[config.mk]
export PLATFORM = sky130hd
export DESIGN_NAME = gpio_mmio_ctrl
export DESIGN_NICKNAME = d
export VERILOG_FILES = /design/src/rtl/gpio_mmio_pkg.sv /design/src/rtl/gpio_rst_sync.sv /design/src/rtl/gpio_in_sync.sv /design/src/rtl/gpio_byte_order.sv /design/src/rtl/gpio_line_regs.sv /design/src/rtl/gpio_mmio_ctrl.sv
export SDC_FILE = /design/constraint.sdc
export NUM_CORES = 1
export LEC_CHECK = 0
export ABC_AREA = 1
export BUFFER_PORTS_ARGS = -buffer_cell sky130_fd_sc_hd__buf_2
export CAP_MARGIN = 40
export CELL_PAD_IN_SITES_DETAIL_PLACEMENT = 0
export CELL_PAD_IN_SITES_GLOBAL_PLACEMENT = 1
export CORE_UTILIZATION = 38
export CTS_CLUSTER_DIAMETER = 80
export DETAILED_ROUTE_END_ITERATION = 10
export PLACE_DENSITY_LB_ADDON = 0.05
export SYNTH_ARGS = -nofsm -noshare
export SYNTH_HDL_FRONTEND = slang
export SYNTH_SLANG_ARGS = --single-unit
export TNS_END_PERCENT = 5
[constraint.sdc]
create_clock -name clk -period 4.66 [get_ports clk]
set_input_delay 0.699 -clock clk [delete_from_list [all_inputs] [get_ports clk]]
set_output_delay 0.699 -clock clk [all_outputs]
set_load 0.05 [all_outputs]
[src/rtl/gpio_mmio_pkg.sv]
package gpio_mmio_pkg;
  localparam int ADDR_W = 3;

  typedef enum logic [ADDR_W-1:0] {
    REG_LEVEL = 3'd0,
    REG_SET   = 3'd1,
    REG_CLR   = 3'd2,
    REG_DOUT  = 3'd3,
    REG_DIN   = 3'd4
  } reg_sel_e;
endpackage

[src/rtl/gpio_rst_sync.sv]
module gpio_rst_sync (
  input  logic clk,
  input  logic rst_n_in,
  output logic rst_n_out
);
  logic stage1_q, stage2_q;

  always_ff @(posedge clk or negedge rst_n_in) begin
    if (!rst_n_in) begin
      stage1_q <= 1'b0;
      stage2_q <= 1'b0;
    end else begin
      stage1_q <= 1'b1;
      stage2_q <= stage1_q;
    end
  end

  assign rst_n_out = stage2_q;
endmodule

[src/rtl/gpio_in_sync.sv]
module gpio_in_sync #(
  parameter int W = 32
) (
  input  logic         clk,
  input  logic         rst_n,
  input  logic [W-1:0] d,
  output logic [W-1:0] q
);
  logic [W-1:0] meta_q, sync_q;

  always_ff @(posedge clk or negedge rst_n) begin
    if (!rst_n) begin
      meta_q <= '0;
      sync_q <= '0;
    end else begin
      meta_q <= d;
      sync_q <= meta_q;
    end
  end

  assign q = sync_q;

  logic [1:0] warm_q;
  always_ff @(posedge clk or negedge rst_n) begin
    if (!rst_n)              warm_q <= 2'd0;
    else if (warm_q != 2'd2) warm_q <= warm_q + 2'd1;
  end


  sync_delay_chk: assert property (@(posedge clk) disable iff (!rst_n)
    (warm_q == 2'd2) |-> (q == $past(d, 2)));
endmodule

[src/rtl/gpio_byte_order.sv]
module gpio_byte_order #(
  parameter int W    = 32,
  parameter bit SWAP = 1'b0
) (
  input  logic [W-1:0] din,
  output logic [W-1:0] dout
);
  localparam int NB = W / 8;

  generate
    if (SWAP) begin : g_swap
      for (genvar b = 0; b < NB; b++) begin : g_byte
        assign dout[8*b +: 8] = din[8*(NB-1-b) +: 8];
      end
    end else begin : g_pass
      assign dout = din;
    end
  endgenerate
endmodule

[src/rtl/gpio_line_regs.sv]
module gpio_line_regs
  import gpio_mmio_pkg::*;
#(
  parameter int W         = 32,
  parameter int LINES     = 32,
  parameter bit HAS_SET   = 1'b1,
  parameter bit HAS_CLR   = 1'b1,
  parameter bit HAS_DOUT  = 1'b1,
  parameter bit HAS_DIN   = 1'b1,
  parameter bit DRIVE_OFF = 1'b0
) (
  input  logic              clk,
  input  logic              rst_n,
  input  logic              we,
  input  logic [ADDR_W-1:0] addr,
  input  logic [W-1:0]      wval,
  output logic [W-1:0]      out_q,
  output logic [W-1:0]      dir_q
);
  localparam logic [W-1:0] ONE     = {{(W-1){1'b0}}, 1'b1};
  localparam logic [W-1:0] MASK    = (LINES >= W) ? {W{1'b1}} : ((ONE << LINES) - ONE);
  localparam bit           HAS_DIR = HAS_DOUT | HAS_DIN;
  localparam logic [W-1:0] DIR_RST = HAS_DIR ? '0 : MASK;

  logic [W-1:0] wm;
  logic [W-1:0] out_d, dir_d;
  logic         out_en, dir_en;

  assign wm = wval & MASK;

  always_comb begin
    out_d  = out_q;
    dir_d  = dir_q;
    out_en = 1'b0;
    dir_en = 1'b0;
    if (we) begin
      case (reg_sel_e'(addr))
        REG_LEVEL: if (!HAS_SET && !DRIVE_OFF) begin
          out_d  = wm;
          out_en = 1'b1;
        end
        REG_SET: if (HAS_SET && !DRIVE_OFF) begin
          out_d  = HAS_CLR ? (out_q | wm) : wm;
          out_en = 1'b1;
        end
        REG_CLR: if (HAS_CLR && !DRIVE_OFF) begin
          out_d  = out_q & ~wm;
          out_en = 1'b1;
        end
        REG_DOUT: if (HAS_DOUT) begin
          dir_d  = wm;
          dir_en = 1'b1;
        end
        REG_DIN: if (HAS_DIN) begin
          dir_d  = ~wval & MASK;
          dir_en = 1'b1;
        end
        default: ;
      endcase
    end
  end

  always_ff @(posedge clk or negedge rst_n) begin
    if (!rst_n)      out_q <= '0;
    else if (out_en) out_q <= out_d;
  end

  always_ff @(posedge clk or negedge rst_n) begin
    if (!rst_n)      dir_q <= DIR_RST;
    else if (dir_en) dir_q <= dir_d;
  end


  set_raises_chk: assert property (@(posedge clk) disable iff (!rst_n)
    (HAS_SET && HAS_CLR && !DRIVE_OFF && we && addr == REG_SET)
      |=> ((out_q & $past(wm)) == $past(wm)));


  clr_lowers_chk: assert property (@(posedge clk) disable iff (!rst_n)
    (HAS_CLR && !DRIVE_OFF && we && addr == REG_CLR)
      |=> ((out_q & $past(wm)) == '0));


  in_view_chk: assert property (@(posedge clk) disable iff (!rst_n)
    (HAS_DIN && we && addr == REG_DIN) |=> (dir_q == (~$past(wval) & MASK)));


  unused_lines_chk: assert property (@(posedge clk) disable iff (!rst_n)
    ((out_q | dir_q) & ~MASK) == '0);


  no_drive_chk: assert property (@(posedge clk) disable iff (!rst_n)
    DRIVE_OFF |-> (out_q == '0));
endmodule

[src/rtl/gpio_mmio_ctrl.sv]
module gpio_mmio_ctrl
  import gpio_mmio_pkg::*;
#(
  parameter int DATA_W      = 32,
  parameter int LINE_CNT    = 32,
  parameter bit HAS_SET_REG = 1'b1,
  parameter bit HAS_CLR_REG = 1'b1,
  parameter bit HAS_DOUT    = 1'b1,
  parameter bit HAS_DIN     = 1'b1,
  parameter bit DRIVE_OFF   = 1'b0,
  parameter bit BUS_BIG_END = 1'b0
) (
  input  logic              clk,
  input  logic              rst_n,
  input  logic [ADDR_W-1:0] bus_addr,
  input  logic              bus_we,
  input  logic [DATA_W-1:0] bus_wdata,
  output logic [DATA_W-1:0] bus_rdata,
  input  logic [DATA_W-1:0] pin_in,
  output logic [DATA_W-1:0] pin_out,
  output logic [DATA_W-1:0] pin_oe
);
  localparam logic [DATA_W-1:0] ONE  = {{(DATA_W-1){1'b0}}, 1'b1};
  localparam logic [DATA_W-1:0] MASK = (LINE_CNT >= DATA_W) ? {DATA_W{1'b1}}
                                       : ((ONE << LINE_CNT) - ONE);

  logic              rst_n_s;
  logic [DATA_W-1:0] wval, rd_raw, out_q, dir_q, lvl_q;

  gpio_rst_sync u_rst (
    .clk      (clk),
    .rst_n_in (rst_n),
    .rst_n_out(rst_n_s)
  );

  gpio_byte_order #(.W(DATA_W), .SWAP(BUS_BIG_END)) u_wr_order (
    .din (bus_wdata),
    .dout(wval)
  );

  gpio_line_regs #(
    .W(DATA_W), .LINES(LINE_CNT), .HAS_SET(HAS_SET_REG), .HAS_CLR(HAS_CLR_REG),
    .HAS_DOUT(HAS_DOUT), .HAS_DIN(HAS_DIN), .DRIVE_OFF(DRIVE_OFF)
  ) u_regs (
    .clk  (clk),
    .rst_n(rst_n_s),
    .we   (bus_we),
    .addr (bus_addr),
    .wval (wval),
    .out_q(out_q),
    .dir_q(dir_q)
  );

  gpio_in_sync #(.W(DATA_W)) u_sync (
    .clk  (clk),
    .rst_n(rst_n_s),
    .d    (pin_in),
    .q    (lvl_q)
  );

  always_comb begin
    rd_raw = '0;
    case (reg_sel_e'(bus_addr))
      REG_LEVEL: rd_raw = lvl_q & MASK;
      REG_SET:   if (HAS_SET_REG) rd_raw = out_q;
      REG_CLR:   if (HAS_CLR_REG) rd_raw = out_q;
      REG_DOUT:  if (HAS_DOUT)    rd_raw = dir_q;
      REG_DIN:   if (HAS_DIN)     rd_raw = ~dir_q & MASK;
      default:   rd_raw = '0;
    endcase
  end

  gpio_byte_order #(.W(DATA_W), .SWAP(BUS_BIG_END)) u_rd_order (
    .din (rd_raw),
    .dout(bus_rdata)
  );

  assign pin_out = DRIVE_OFF ? '0 : out_q;
  assign pin_oe  = DRIVE_OFF ? '0 : dir_q;


  oe_follows_dir_chk: assert property (@(posedge clk) disable iff (!rst_n_s)
    (!DRIVE_OFF && bus_we && HAS_DOUT && bus_addr == REG_DOUT)
      |=> (pin_oe == ($past(wval) & MASK)));
endmodule

# Word level (Yosys, flattened, before mapping)
# Cells that the tools add are included.
[totals]
output_inout_bits = 96
wordCells = 28
ram_bits = 0
in_bits = 70
latchBits = 0
n_memories = 0
ff_bits = 130
rom_bits = 0
[op_classes]
bitwise = 4
n_addsub = 0
muxes = 7
magnitude_cmp = 0
multipliers = 0
eq_ne = 4
n_reduce_logical = 7
div = 0
shifts = 0
[ops]
columns = ["cell", "count"]
rows = [
  ["$pmux 32 s2", 2],
  ["$pmux 32 s4", 1],
  ["$not 32->32", 2],
  ["$and 32x32->32", 1],
  ["$or 32x32->32", 1],
  ["$eq 3x2->1 const B", 2],
  ["$reduce_and 3->1", 2],
  ["$mux 1", 4],
  ["$reduce_bool 2->1", 2],
  ["$reduce_or 2->1", 2],
  ["$eq 3x1->1 const B", 1],
  ["$eq 3x3->1 const B", 1],
  ["$logic_not 3->1", 1],
]

# Logic depth before layout (Yosys ltp)
[depth]
depth_word = 5
ltp_mapped = 7
depth_no_buf = 6

# Cells and area by module
# From an unflattened synthesis, not the netlist that was laid out.
[unflattened]
hier_cells = 813
hier_area_um2 = 6522.5
[by_module_without_submodules]
columns = ["module", "seq_area_each_um2", "n_inst", "cells_each", "area_per_inst_um2"]
rows = [
  ["gpio_line_regs", 1601.5, 1, 431, 3270.6],
  ["gpio_in_sync", 1601.5, 1, 64, 1601.5],
  ["gpio_mmio_ctrl", 0.0, 1, 251, 1116.1],
  ["gpio_byte_order", 0.0, 2, 32, 240.2],
  ["gpio_rst_sync", 50.0, 1, 3, 53.8],
]

# Least setup slack after synthesis
# No wires, ideal clock.
[synth_path]
kind = "input-to-output"
start = "input bus_addr[1]"
end = "output bus_rdata[10]"
arrival_ps = 1766
n_path_buf = 2
path_stages = 7
required_ps = 3961
setup_slack_ps = 2195
path_cell_list = "nand2_1 > nand2_2 > nor2_4 > buf_4 > buf_2 > nand2_1 > nand3_1"
[synth_between]
elab_chain_cells = 3
word_cells_on_any_way = 7
classes_between = "eq/ne (4); mux (1); reduce/logical (2)"
[synth_rtl]
columns = ["element", "line_no", "text"]
rows = [
  ["start: declaration", "gpio_mmio_ctrl.sv:15", "input logic [ADDR_W-1:0] bus_addr,"],
  ["$eq 3x1->1 or $eq 3x2->1 (tied branches)", "gpio_mmio_ctrl.sv:63", "case (reg_sel_e'(bus_addr))"],
  ["$reduce_or 2->1 (no line)", "--", ""],
  ["$pmux 32 s4 *", "gpio_mmio_ctrl.sv:63", ""],
  ["end: declaration", "gpio_mmio_ctrl.sv:18", "output logic [DATA_W-1:0] bus_rdata,"],
]
# Every way passes the cells marked *; elsewhere a longest branch is shown, timed or not.

# Final worst setup path
[layout_path]
start = "input bus_addr[2]"
end = "output bus_rdata[14]"
# Same word-level chain as after synthesis.

==> metrics.yaml <==
timing:
  tightest_slew_ps: 844
  relSlewSlack_pct: 43.6
  rsz0062_at_grt: "no"
  max_freq_mhz: 308
  slew_violations: 0
  period_minus_slack_ps: 3250
  finalSetupViolations: 0
  fin_crit_sh_pct: 69.8
  hold_violations: 0
  setup_tns_ps: 0
  clock_skew_ps: 6.45
die:
  core_area_sq_um: 14600
  die_height_um: 125
  pin_count: 166
  dieArea_sq_um: 15700
  start_util_pct: 39.4
  rows: 44
  fp.dieW_um: 125
final_layout:
  diodes: 0
  seqCellArea_sq_um: 3260
  layout.cells.non_filler: 1051
  nets: 925
  layout-drive-gt1-share_pct: 25.0
  multiInputGateArea_sq_um: 2060
  syn_to_final_growth_pct: 27.3
  final.fill_count: 1452
place:
  dp_hpwl_um: 10400
  port_buffers: 165
  dp.cells: 1020
  gp_congestion: 0.733
clock_tree:
  cts-hold-fix-buffers: 0
  clockRootBuffer: "clkbuf_16"
  worstSkewPairLatency_ps: 410
  clkSlewWorstSetupHoldPaths_ps: 60
  cts_buffers: 17
  cts.sinks: 130
  cts_resized: 0
  cts_setup_buffers: 0
  cts_tree: "done"
  h-tree-depth: 4
  clock_path_buffers: 2
routing:
  drc: 24
  firstDrtPassIters: 8
  post_drt_wl_per_cell_um: 15.2
  drt-initial-drc-count: 344
  viasPerCell: 4.95
  antenna_left: 0
  wl_um: 16000
  vias: 5201
power:
  power_density_nw_per_um2: 538
  ir_drop_uv: 295
  static-leakage-power_nw: 3.97
  power.total_mw: 3.95
logic_synthesis:
  synthesis.nets: 774
  synth_seq_cells: 130
  ys.warnings.count: 0
  syn_area_per_cell_sq_um: 8.19
  synth_cells: 704
  ys_seq_area_share_pct: 56.4
  netlist_area_sq_um: 5760
  ys_types: 16
grt:
  groute.usage.overall_pct: 21.4
  antenna_found_initial: 2
  grt_max_degree: 53
  grt_pass1_vias: 4898
  grt_first_pass_wirelength_um: 26000
  grt_remaining_overflow: 0
run_status:
  outcome: "finished with violations"
  violations: "DRC"
setup_path:
  crit_arrival_ps: 2550
  worst-setup-path-type: "input pin to primary output"
  worstSetupStartpointType: "input pin"
  end_kind: "primary output"
  cp_max_fo: 37
  critPathRequiredTime_ps: 3960
hold_path:
  hold_class: "input pin to asynchronous set/reset pin"
run:
  maxCapViolCount: 0
synthesized netlist by cell type, drive strengths merged:
master | instances | area share [%]
inv | 66 | 4.3
nand4 | 32 | 3.5
conb | 1 | 0.065
clkbuf | 11 | 0.72
dfrtp | 130 | 56
nand3 | 129 | 11
nor2 | 7 | 0.80
o21ai | 32 | 2.8
nand2 | 262 | 17
buf | 34 | 3.1
layout by cell type, fill, tap and decap left out, types with 2 or more instances in the layout:
| cell | netlist | routed |
|---|---|---|
| buf_2 | 25 | 165 |
| buf_4 | 5 | 10 |
| bufinv_16 | 0 | 3 |
| clkbuf_16 | 0 | 17 |
| clkinv_2 | 0 | 2 |
| clkinv_4 | 0 | 3 |
| clkinvlp_4 | 0 | 5 |
| dfrtp_1 | 130 | 129 |
| inv_1 | 65 | 65 |
| nand2_1 | 260 | 260 |
| nand2_2 | 2 | 2 |
| nand3_1 | 129 | 128 |
| nand4_1 | 32 | 32 |
| nor2_1 | 3 | 2 |
| nor2_4 | 2 | 4 |
| o21ai_0 | 32 | 32 |
stage by stage:
| stage | area, sq um | worst slack (ps) | utilization [%] | hold slack (ps) |
|---|---|---|---|---|
| final | 7340 | 1410 | 50.1 | 61.4 |
| after global routing | 7340 | 1250 | 50.1 | 38.1 |
| after CTS | 7340 | 1380 | 50.1 | 40.8 |
| after detailed placement | 6750 | 1390 | 46.1 | 300 |
| after global placement | 6700 | 1110 | 45.7 | 293 |
| after floorplan | 5760 | 770 | - | 331 |
path summary, 6_finish.rpt:
kind	cells after the start	slack, ps	end	startpoint
max	7	1410	bus_rdata[14]	bus_addr[2]
min reg2reg	0	280	u_sync.meta_q[2]	u_rst.rst_n_out
min in group clk	0	340	u_sync.q[17]	u_sync.meta_q[17]
max reg2reg	1	3330	u_sync.meta_q[15]	u_rst.rst_n_out
max in group asynchronous	1	3330	u_sync.meta_q[15]	u_rst.rst_n_out
min	1	60	u_rst.stage1_q	rst_n
per-layer routing:
metal	vias to the layer above	routed length (um)	track usage, %
li1	2547	-	-
met1	2505	7130	28.0
met2	140	7870	35.3
met3	7	928	5.86
met4	2	85	5.16
met5	-	13	0
where the power goes:
group | internal [mW] | switching [mW] | total, mW
Clock | 0.837 | 0.496 | 1.33
Combinational | 0.265 | 0.956 | 1.22
Sequential | 1.27 | 0.120 | 1.39
Total | 2.37 | 1.57 | 3.94
final cells by class:
| type | instances | area share [%] |
|---|---|---|
| Clock inverter | 13 | 2.23 |
| Inverter | 66 | 3.38 |
| Timing Repair Buffer | 177 | 12.9 |
| Sequential cell | 130 | 44.4 |
| Tap cell | 184 | 3.14 |
| Clock buffer | 18 | 5.85 |
| Multi-Input combinational cell | 463 | 28.1 |
critical path: stages:
cell and delay, ps:
buf_2 100, buf_4 270, nor2_2 630, buf_4 370, o21ai_0 130, nand3_1 80
buf_2 260
kinds of logic (layout without fill, tap and decap cells):
kind of cell	after synthesis	after routing	synth area share [%]
buffers and inverters	111	274	8.10
and+or+nand+nor	430	430	32.6
AOI/OAI and AO/OA	32	32	2.78
DFF	130	130	56.4
other	1	1	0.0651
(Power assumes the default switching activity.)
